--- config.mk ---
export PLATFORM = sky130hd
export DESIGN_NAME = regbank_host_port
export DESIGN_NICKNAME = d
export VERILOG_FILES = /design/src/rtl/cfgp_pkg.sv /design/src/rtl/cfgp_rst_sync.sv /design/src/rtl/cfgp_sync_chain.sv /design/src/rtl/cfgp_access_seq.sv /design/src/rtl/cfgp_reg_array.sv /design/src/rtl/regbank_host_port.sv
export SDC_FILE = /design/constraint.sdc
export NUM_CORES = 1
export LEC_CHECK = 0
export BUFFER_PORTS_ARGS = -buffer_cell sky130_fd_sc_hd__buf_2
export CAP_MARGIN = 5
export CORE_UTILIZATION = 55
export CTS_CLUSTER_DIAMETER = 60
export DETAILED_ROUTE_END_ITERATION = 8
export GPL_TIMING_DRIVEN = 0
export PLACE_DENSITY = 0.81
export SLEW_MARGIN = 20
export SYNTH_ARGS = -nofsm -noshare
export SYNTH_HDL_FRONTEND = slang
export SYNTH_SLANG_ARGS = --single-unit
--- constraint.sdc ---
create_clock -name clk_i -period 13.9 [get_ports clk_i]
set_input_delay 0.695 -clock clk_i [delete_from_list [all_inputs] [get_ports clk_i]]
set_output_delay 0.695 -clock clk_i [all_outputs]
set_load 0.05 [all_outputs]
--- src/rtl/cfgp_pkg.sv ---
package cfgp_pkg;
  localparam int unsigned CFG_DATA_W   = 10;
  localparam int unsigned CFG_NUM_REGS = 32;
  localparam int unsigned CFG_DIR_REG  = 9;
  localparam int unsigned CFG_DIR_BIT  = 7;

  typedef enum logic {
    PH_ADDR = 1'b0,
    PH_DATA = 1'b1
  } phase_t;
endpackage

--- src/rtl/cfgp_rst_sync.sv ---
module cfgp_rst_sync #(
  parameter int unsigned STAGES = 2
) (
  input  logic clk_i,
  input  logic rst_ni,
  output logic rst_no
);
  logic [STAGES-1:0] chain_q;

  always_ff @(posedge clk_i or negedge rst_ni) begin
    if (!rst_ni) chain_q <= '0;
    else         chain_q <= {chain_q[STAGES-2:0], 1'b1};
  end

  assign rst_no = chain_q[STAGES-1];
endmodule

--- src/rtl/cfgp_sync_chain.sv ---
module cfgp_sync_chain #(
  parameter int unsigned       WIDTH   = 13,
  parameter int unsigned       STAGES  = 2,
  parameter logic [WIDTH-1:0]  RST_VAL = '0
) (
  input  logic             clk_i,
  input  logic             rst_ni,
  input  logic [WIDTH-1:0] d_i,
  output logic [WIDTH-1:0] q_o
);
  logic [WIDTH-1:0] stage_q [STAGES];

  for (genvar s = 0; s < STAGES; s++) begin : g_stage
    always_ff @(posedge clk_i or negedge rst_ni) begin
      if (!rst_ni) stage_q[s] <= RST_VAL;
      else if (s == 0) stage_q[s] <= d_i;
      else stage_q[s] <= stage_q[(s == 0) ? 0 : s-1];
    end
  end

  assign q_o = stage_q[STAGES-1];
endmodule

--- src/rtl/cfgp_access_seq.sv ---
module cfgp_access_seq
  import cfgp_pkg::*;
#(
  parameter int unsigned DATA_W = 10,
  parameter int unsigned ADDR_W = 5
) (
  input  logic              clk_i,
  input  logic              rst_ni,
  input  logic              cs_s_i,
  input  logic              wr_s_i,
  input  logic              rd_s_i,
  input  logic [DATA_W-1:0] bus_s_i,
  output logic              wr_evt_o,
  output logic              rd_evt_o,
  output logic              store_o,
  output logic [ADDR_W-1:0] addr_o,
  output logic [DATA_W-1:0] wdata_o,
  output phase_t            phase_o
);
  logic              wr_q, rd_q, cs_q;
  logic [DATA_W-1:0] bus_q;
  phase_t            phase_q, phase_d;
  logic [ADDR_W-1:0] addr_q, addr_d;
  logic              store_d;

  // history of the synchronised pins, one cycle behind
  always_ff @(posedge clk_i or negedge rst_ni) begin
    if (!rst_ni) begin
      wr_q  <= 1'b1;
      rd_q  <= 1'b1;
      cs_q  <= 1'b1;
      bus_q <= '0;
    end else begin
      wr_q  <= wr_s_i;
      rd_q  <= rd_s_i;
      cs_q  <= cs_s_i;
      bus_q <= bus_s_i;
    end
  end

  // a strobe acts on its release, qualified by select in the last low cycle
  assign wr_evt_o = wr_s_i & ~wr_q & ~cs_q;
  assign rd_evt_o = rd_s_i & ~rd_q & ~cs_q;

  always_comb begin
    phase_d = phase_q;
    addr_d  = addr_q;
    store_d = 1'b0;
    if (rd_evt_o) begin
      phase_d = PH_ADDR;
    end else if (wr_evt_o) begin
      if (phase_q == PH_ADDR) begin
        addr_d  = bus_q[ADDR_W-1:0];
        phase_d = PH_DATA;
      end else begin
        store_d = 1'b1;
        phase_d = PH_ADDR;
      end
    end
  end

  always_ff @(posedge clk_i or negedge rst_ni) begin
    if (!rst_ni) begin
      phase_q <= PH_ADDR;
      addr_q  <= '0;
    end else begin
      phase_q <= phase_d;
      addr_q  <= addr_d;
    end
  end

  assign store_o = store_d;
  assign wdata_o = bus_q;
  assign addr_o  = addr_q;
  assign phase_o = phase_q;
endmodule

--- src/rtl/cfgp_reg_array.sv ---
module cfgp_reg_array #(
  parameter int unsigned DATA_W   = 10,
  parameter int unsigned NUM_REGS = 32,
  parameter int unsigned ADDR_W   = 5
) (
  input  logic                       clk_i,
  input  logic                       rst_ni,
  input  logic                       we_i,
  input  logic [ADDR_W-1:0]          waddr_i,
  input  logic [DATA_W-1:0]          wdata_i,
  input  logic [ADDR_W-1:0]          raddr_i,
  output logic [DATA_W-1:0]          rdata_o,
  output logic [NUM_REGS*DATA_W-1:0] flat_o
);
  logic [DATA_W-1:0] mem_q [NUM_REGS];

  for (genvar r = 0; r < NUM_REGS; r++) begin : g_reg
    logic en;
    assign en = we_i && (waddr_i == ADDR_W'(r));
    always_ff @(posedge clk_i or negedge rst_ni) begin
      if (!rst_ni)  mem_q[r] <= '0;
      else if (en)  mem_q[r] <= wdata_i;
    end
    assign flat_o[r*DATA_W +: DATA_W] = mem_q[r];
  end

  assign rdata_o = mem_q[raddr_i];
endmodule

--- src/rtl/regbank_host_port.sv ---
module regbank_host_port
  import cfgp_pkg::*;
#(
  parameter int unsigned DATA_W      = CFG_DATA_W,
  parameter int unsigned NUM_REGS    = CFG_NUM_REGS,
  parameter int unsigned SYNC_STAGES = 2,
  parameter int unsigned DIR_REG     = CFG_DIR_REG,
  parameter int unsigned DIR_BIT     = CFG_DIR_BIT
) (
  input  logic                       clk_i,
  input  logic                       rst_ni,
  input  logic                       cs_ni,
  input  logic                       rd_ni,
  input  logic                       wr_ni,
  input  logic                       scan_i,
  input  logic [DATA_W-1:0]          bus_i,
  output logic [DATA_W-1:0]          bus_o,
  output logic                       bus_oe_o,
  output logic [NUM_REGS*DATA_W-1:0] regs_o,
  output logic                       coef_clk_dir_o
);
  localparam int unsigned ADDR_W = $clog2(NUM_REGS);
  localparam int unsigned SYNC_W = DATA_W + 3;
  localparam logic [SYNC_W-1:0] SYNC_RST = {3'b111, {DATA_W{1'b0}}};

  logic              rst_n_s;
  logic [SYNC_W-1:0] pins_s;
  logic              wr_evt, rd_evt, store;
  logic [ADDR_W-1:0] addr;
  logic [DATA_W-1:0] wdata, rdata;
  phase_t            phase;

  cfgp_rst_sync #(.STAGES(2)) i_rst (
    .clk_i (clk_i),
    .rst_ni(rst_ni),
    .rst_no(rst_n_s)
  );

  cfgp_sync_chain #(
    .WIDTH  (SYNC_W),
    .STAGES (SYNC_STAGES),
    .RST_VAL(SYNC_RST)
  ) i_sync (
    .clk_i (clk_i),
    .rst_ni(rst_n_s),
    .d_i   ({cs_ni, wr_ni, rd_ni, bus_i}),
    .q_o   (pins_s)
  );

  cfgp_access_seq #(.DATA_W(DATA_W), .ADDR_W(ADDR_W)) i_seq (
    .clk_i   (clk_i),
    .rst_ni  (rst_n_s),
    .cs_s_i  (pins_s[DATA_W+2]),
    .wr_s_i  (pins_s[DATA_W+1]),
    .rd_s_i  (pins_s[DATA_W]),
    .bus_s_i (pins_s[DATA_W-1:0]),
    .wr_evt_o(wr_evt),
    .rd_evt_o(rd_evt),
    .store_o (store),
    .addr_o  (addr),
    .wdata_o (wdata),
    .phase_o (phase)
  );

  cfgp_reg_array #(.DATA_W(DATA_W), .NUM_REGS(NUM_REGS), .ADDR_W(ADDR_W)) i_bank (
    .clk_i  (clk_i),
    .rst_ni (rst_n_s),
    .we_i   (store),
    .waddr_i(addr),
    .wdata_i(wdata),
    .raddr_i(addr),
    .rdata_o(rdata),
    .flat_o (regs_o)
  );

  // drive only under the full read condition, straight from the pins
  assign bus_oe_o       = ~cs_ni & ~rd_ni & ~scan_i;
  assign bus_o          = bus_oe_o ? rdata : '0;
  assign coef_clk_dir_o = regs_o[DIR_REG*DATA_W + DIR_BIT];
endmodule

==> key figures, run 1 <==
Worst hold path
  – Hold Crit Class: flop to async pin

Clock tree
  – H-Tree Depth: 2
  – Clock transition at path regs: 60 ps
  – CTS tree: yes
  – Root buf cell: clkbuf_16
  – Post-CTS Resized: 0
  – Clk_lat worst skew: 540 ps
  – Num Clock Sinks: 367
  – Total CTS buffers: 39
  – Clock Path Buffers: 3

Placement
  – RePlAce Congestion: 0.907
  – Dpl cell area: 0.0184 sq mm
  – Port bufs: 347
  – Hpwl dp: 37300 um

Synthesis
  – Synthesized flop and latch total: 367
  – Synth Flop Type: dfrtp_1
  – Distinct cells, synth: 36
  – Post-synthesis compound-gate area fraction: 3.31%
  – Async S/R FF share, synth: 100%
  – Multiplexer area fraction after synthesis: 34.5%
  – Largest family of logic cells by synthesized area: multiplexers
  – Simple logic cell fraction of the synthesized area: 2.65%
  – Synth Area in Adders: 0%
  – Synth warn: 0
  – Synth Area per Inst: about 16 sq um
  – Post-Syn Area: 0.0160 sq mm
  – XOR/XNOR Fraction of Synth Area: 0%
  – EDFF count, synth: 0
  – Cell taking the most area after synthesis: dfrtp_1
  – Most common cell in the netlist: dfrtp_1
  – Mapped Cells: 1023
  – Register area share after synthesis: 57.4%
  – Share of the synthesized area in the top cell type: around 56%
  – Syn Nets: 1039
  – Most common library cells after synthesis: 358 x dfrtp_1, 333 x mux2_2, 55 x mux2i_1
  – Synth top area cells: dfrtp_1 56%, mux2_2 23%, mux4_2 7.2%

Drt
  – Routed Antenna Nets: 0
  – Top Metal Used: met4
  – Vias per cell: 6.13
  – WL per Instance: 27.9 um
  – TritonRoute pass-1 iters: 5
  – Drt total wl: 51100 um
  – Met2 routed WL: 24000 um
  – DRC Markers: 0
  – Initial drt markers: ~1000
  – Vias: 11200
  – M1 wire length: ~20000 um
  – DR WL met3: 5010 um

Timing
  – RSZ-0062 raised after global routing: no
  – Fin crit period: 4570 ps
  – Tcrit/Tclk final: 32.9%
  – Final Hold Viols: 0
  – Setup TNS: 0 ps
  – Worst Max-Slew Pin Slew: 899 ps
  – Final Max Tran Viols: 0
  – Clk_skew: 25.9 ps
  – Rel. slew slack: 40.0%
  – Count of final setup violators: 0
  – Fmax: 0.219 GHz

Critical path
  – Setup Crit Path Kind: flop to output pin
  – CP max FO: 10
  – Crit path cell chain: buf_1 > nor2b_1 > clkbuf_1 > a221oi_1 > o21ai_0 > a211oi_1 > buf_2
  – Crit Reg-Reg Startpoint: i_sync.q_o[11]$_DFF_PN1_
  – Worst setup path startpoint: i_seq.addr_o[2]$_DFFE_PN0P_
  – Critical Path RT: 13200 ps
  – CP max stage delay: 680 ps
  – CP max stage cell: buf_1
  – Crit. End Element: output pin
  – CP Data Arrival Time: 3880 ps
  – Reg2Reg Depth: 4
  – CP startpoint kind: flop

Power
  – PwrDens: approximately 180 mW/mm^2
  – Leak: 10.3 nW
  – Net Sw Frac: between 30% and 40%
  – NetSw: 0.00139 W
  – VDD IR max: 0.116 mV
  – Combinational Power Share: 34.2%
  – Internal power: approximately 0.0022 W
  – Seq pwr share: 36.4%
  – Clock power share: 29.3%

Cells and area
  – Antenna Cells: 0
  – Layout cells sized above 1: 59.7%
  – NumNets Final: 1435
  – Design Area, Final: 0.0197 sq mm
  – Area Overhead vs Synth: 23.1%

Global route
  – All-Layer GR Usage: 34.7%
  – First-pass GRT wire length: 75700 um
  – Largest net degree at the start of global routing: 60
  – Vias in the first global route: 11400
  – GRT overflow: 0
  – Initial antenna violation count: 0

Die
  – Die ar.: roughly 0.030 sq mm
  – Row cnt: 62
  – Core area: 0.0287 sq mm
  – I/O pins: 348
  – Width of the die: 173 um
  – Initial Util: 55.8%
  – DIE HEIGHT: 173 um

Outcome
  – Outcome: finished, final reports clean

Flow run
  – Max-cap violation count: 0
-- critical path, delay by kind of cell, from the launching register on --
family,cells,cell delay [ps]
DFF,1,410
AOI/OAI and AO/OA,3,1370
buffers and inverters,3,1350
and+or+nand+nor,1,210
-- layout by cell type (no fill, tap or decap), types with 10 or more instances in the layout --
master,instances
buf_2,362
mux4_2,51
a21oi_1,11
clkbuf_16,40
mux2i_1,55
nor2_2,32
mux2_2,333
clkbuf_1,59
o221ai_1,16
a211oi_1,10
a221oi_1,16
dfrtp_1,357
-- state kept, by name (all words and copies together), names as in the netlist --
register,flops
i_seq.addr_o,5
i_bank.flat_o,320
i_seq.cs_q,1
i_seq.rd_q,1
i_sync.stage_q,13
i_rst.chain_q,2
i_seq.wdata_o,10
i_sync.q_o,13
i_seq.phase_o,1
i_seq.wr_q,1
-- metrics by stage --
stage | total power [W] | cells | hold WS, ps | setup WS, ps | utilization, %
final | 0.00356 | 1832 | 255 | 9330 | 68.6
after global routing | 0.00366 | 1832 | 252 | 9370 | 68.6
after CTS | 0.00356 | 1832 | 247 | 9480 | 68.6
after detailed placement | 0.00252 | 1761 | 260 | 10030 | 64.1
after global placement | 0.00249 | 1754 | 331 | -885 | 63.5
after floorplan | 0.00216 | 1023 | 331 | 2930 | -
-- repair_timing --
item / 4_1_cts / 5_1_grt
endpoints found under the hold margin: 2 / 0
setup buffers: 0 / 0
hold buffers: 1 / 0
-- cells by family after synthesis --
group / Yosys count
mux: 446
buf+inv: 74
flops: 367
other cells: 1
simple gates: 65
compound gates: 70
-- per-layer routing --
layer,up-vias,global-route usage [%]
li1,4629,-
met2,583,54.6
met4,0,13.3
met1,5908,46.1
met5,-,0
met3,113,9.45
-- area by class of cell --
type / count / area [sq um]
inverter: 3 / 11.3
clock buffer: 60 / 1160
tap: 384 / 480
sequential: 367 / 9200
buffer: 71 / 315
fill: 2119 / 9000
clock inverter: 10 / 131
timing repair buffer: 355 / 1920
multi-input combinational: 582 / 6480
-- path summary, 6_finish.rpt --
check | to | slack (ps)
min in group clk_i | i_sync.stage_q[14]$_DFF_PN0_ | 260
max | bus_o[6] | 9330
min | i_sync.q_o[5]$_DFF_PN0_ | 260
max in group asynchronous | i_bank.flat_o[21]$_DFFE_PN0P_ | 12420
max reg2reg | i_bank.flat_o[0]$_DFFE_PN0P_ | 11030
min reg2reg | i_sync.q_o[5]$_DFF_PN0_ | 260
-- power groups by stage --
stage	registers, W	clock network [W]	logic [W]
6_report	0.00130	0.00104	0.00122
5_1_grt	0.00131	0.00109	0.00126
4_1_cts	0.00129	0.00105	0.00121
3_5_place_dp	0.00131	0	0.00121
3_3_place_gp	0.00132	0	0.00117
2_1_floorplan	0.00170	0	0.000451
Note: power is estimated with default switching activity, not from simulation.
==> inputs of run 2 (changes only) <==
clock period = 4.3 ns   (was 13.9 ns; I/O delays follow)
==> key figures, run 2 (synthesis gave the netlist of run 1 again) <==
Outcome
  – Outcome: finished, final reports clean (unchanged)

Power
  – Design Power: 0.0116 W (was 0.00356 W)
  – Leak: 10.4 nW (was 10.3 nW)
  – PwrDens: 583 mW/mm^2 (was 181 mW/mm^2)
  – VDD IR max: 0.372 mV (was 0.116 mV)

Timing
  – Clk_skew: 16.6 ps (was 25.9 ps)
  – Final Max Tran Viols: 0 (unchanged)
  – Worst Max-Slew Pin Slew: 903 ps (was 899 ps)
  – Setup WS post-layout: 166 ps (was 9330 ps)
  – Final Hold Viols: 0 (unchanged)
  – Rel. slew slack: 39.8% (was 40.0%)
  – Fmax: between 0.2 and 0.25 GHz
  – RSZ-0062 raised after global routing: no (unchanged)
  – Count of final setup violators: 0 (unchanged)
  – Worst hold slack: 270 ps (was 255 ps)
  – Tcrit/Tclk final: between 90 and 100%
  – Fin crit period: between 4000 and 5000 ps

Placement
  – Cells after DPL: 1761 (unchanged)
  – Port bufs: 347 (unchanged)
  – Pre-CTS WS: 874 ps (was 10030 ps)
  – RePlAce Congestion: 0.921 (was 0.907)
  – Hpwl dp: 37200 um (was 37300 um)

Critical path
  – CP Data Arrival Time: 3920 ps (was 3880 ps)
  – Setup Crit Path Kind: flop to output pin (unchanged)
  – CP max FO: 10 (unchanged)
  – Crit. End Element: output pin (unchanged)
  – Critical Path RT: 4090 ps (was 13200 ps)
  – CP startpoint kind: flop (unchanged)

Cells and area
  – Fill cells: 2044 (was 2119)
  – Antenna Cells: 0 (unchanged)
  – Sequential cell area: 0.00920 sq mm (unchanged)
  – Multi-input gate area: 0.00648 sq mm (unchanged)
  – Post-Route Utilization: 69.3% (was 68.6%)
  – Number of flip-flops in the largest register: 320 (unchanged)
  – Layout cells sized above 1: 59.6% (was 59.7%)
  – Most frequent cells in the layout: 362 x buf_2, 357 x dfrtp_1, 333 x mux2_2, 55 x mux2i_1, 54 x clkbuf_1 (was 362 x buf_2, 357 x dfrtp_1, 333 x mux2_2, 59 x clkbuf_1, 55 x mux2i_1)
  – NumNets Final: 1450 (was 1435)
  – Fin cells: 1849 (was 1832)
  – Most common cell after layout, fill and taps aside: buf_2 (unchanged)
  – Area Overhead vs Synth: 24.3% (was 23.1%)

Worst hold path
  – Hold Crit Class: flop to async pin (unchanged)

Clock tree
  – Clock transition at path regs: 60 ps (about the same)
  – CTS tree: yes (unchanged)
  – Clock Path Buffers: 3 (unchanged)
  – H-Tree Depth: 2 (unchanged)
  – Num Clock Sinks: 367 (unchanged)
  – Post-CTS Setup Bufs: 0 (unchanged)
  – CTS Hold Bufs: 15 (was 1)
  – Total CTS buffers: 40 (was 39)
  – Root buf cell: clkbuf_16 (unchanged)
  – Clk_lat worst skew: 550 ps (was 540 ps)
  – Post-CTS Resized: 0 (unchanged)

Global route
  – All-Layer GR Usage: 35.0% (was 34.7%)
  – GRT overflow: 0 (unchanged)
  – Initial antenna violation count: 0 (unchanged)
  – Largest net degree at the start of global routing: 60 (unchanged)
  – Vias in the first global route: 11500 (was 11400)
  – First-pass GRT wire length: 76200 um (was 75700 um)

Die
  – DIE HEIGHT: 173 um (unchanged)
  – I/O pins: 348 (unchanged)
  – Row cnt: 62 (unchanged)
  – Width of the die: 173 um (unchanged)
  – Initial Util: 55.8% (unchanged)
  – Die ar.: 0.0298 sq mm (unchanged)
  – Core area: 0.0287 sq mm (unchanged)

Drt
  – TritonRoute pass-1 iters: 5 (unchanged)
  – Initial drt markers: 1052 (was 1041)
  – Vias: 11300 (was 11200)
  – Routed Antenna Nets: 0 (unchanged)
  – WL per Instance: 28.0 um (was 27.9 um)
  – DRC Markers: 0 (unchanged)
  – Drt total wl: 51800 um (was 51100 um)
  – Vias per cell: 6.11 (was 6.13)

Flow run
  – Max-cap violation count: 0 (unchanged)
run 2: changes by cell type in the layout (fill, tap and decap cells not counted), sizes merged:
cell and change:
dlygate4sd3 +14, clkinv +6, clkinvlp -2, clkbuf -1
run 2: worst paths after layout:
check / start / cells after the start / slack, ps / to
worst max-delay path: i_seq.addr_o[2]$_DFFE_PN0P_ / 7 / 170 / bus_o[4]
worst min-delay path: i_rst.chain_q[1]$_DFF_PN0_ / 0 / 270 / i_sync.q_o[2]$_DFF_PN0_
worst max register to register: i_sync.q_o[11]$_DFF_PN1_ / 4 / 1420 / i_bank.flat_o[1]$_DFFE_PN0P_
worst min register to register: i_rst.chain_q[1]$_DFF_PN0_ / 0 / 270 / i_sync.q_o[2]$_DFF_PN0_
max in group asynchronous: i_rst.chain_q[1]$_DFF_PN0_ / 3 / 2750 / i_bank.flat_o[87]$_DFFE_PN0P_
min in group clk_i: bus_i[1] / 2 / 310 / i_sync.stage_q[14]$_DFF_PN0_
run 2: cell type report:
cell class / instances / area share (%)
buffer: 71 / 1.58
clock buffer: 59 / 5.99
clock inverter: 14 / 0.805
inverter: 3 / 0.0566
multi-input combinational: 582 / 32.6
sequential: 367 / 46.2
tap: 384 / 2.41
timing repair buffer: 369 / 10.3
run 2: through the flow:
stage / TNS [ps] / cell area [sq um]
4_1_cts: 0 / 19900
2_1_floorplan: 0 / 16000
3_3_place_gp: -183550 / 18200
5_1_grt: 0 / 19900
3_5_place_dp: 0 / 18400
6_report: 0 / 19900
run 2: report_power, final:
group	internal [W]	total, W	switching, W
logic	0.00117	0.00394	0.00277
registers	0.00386	0.00420	0.000331
clock network	0.00206	0.00347	0.00141
total	0.00709	0.0116	0.00451
run 2: worst max-delay path: stages (launching register included):
cell and delay, ps:
dfrtp_1 400, buf_1 620, nor2b_1 190, clkbuf_1 380, a221oi_1 680, o21ai_0 340, a211oi_1 430, buf_2 340
run 2: per-layer routing:
| metal | routed length (um) | vias up | global-route usage (%) |
|---|---|---|---|
| met3 | 4770 | 113 | 10.1 |
| met1 | 20300 | 5987 | 45.8 |
| met4 | 2210 | 0 | 14.0 |
| li1 | - | 4665 | - |
| met2 | 24500 | 541 | 55.4 |
| met5 | 0 | - | 0 |
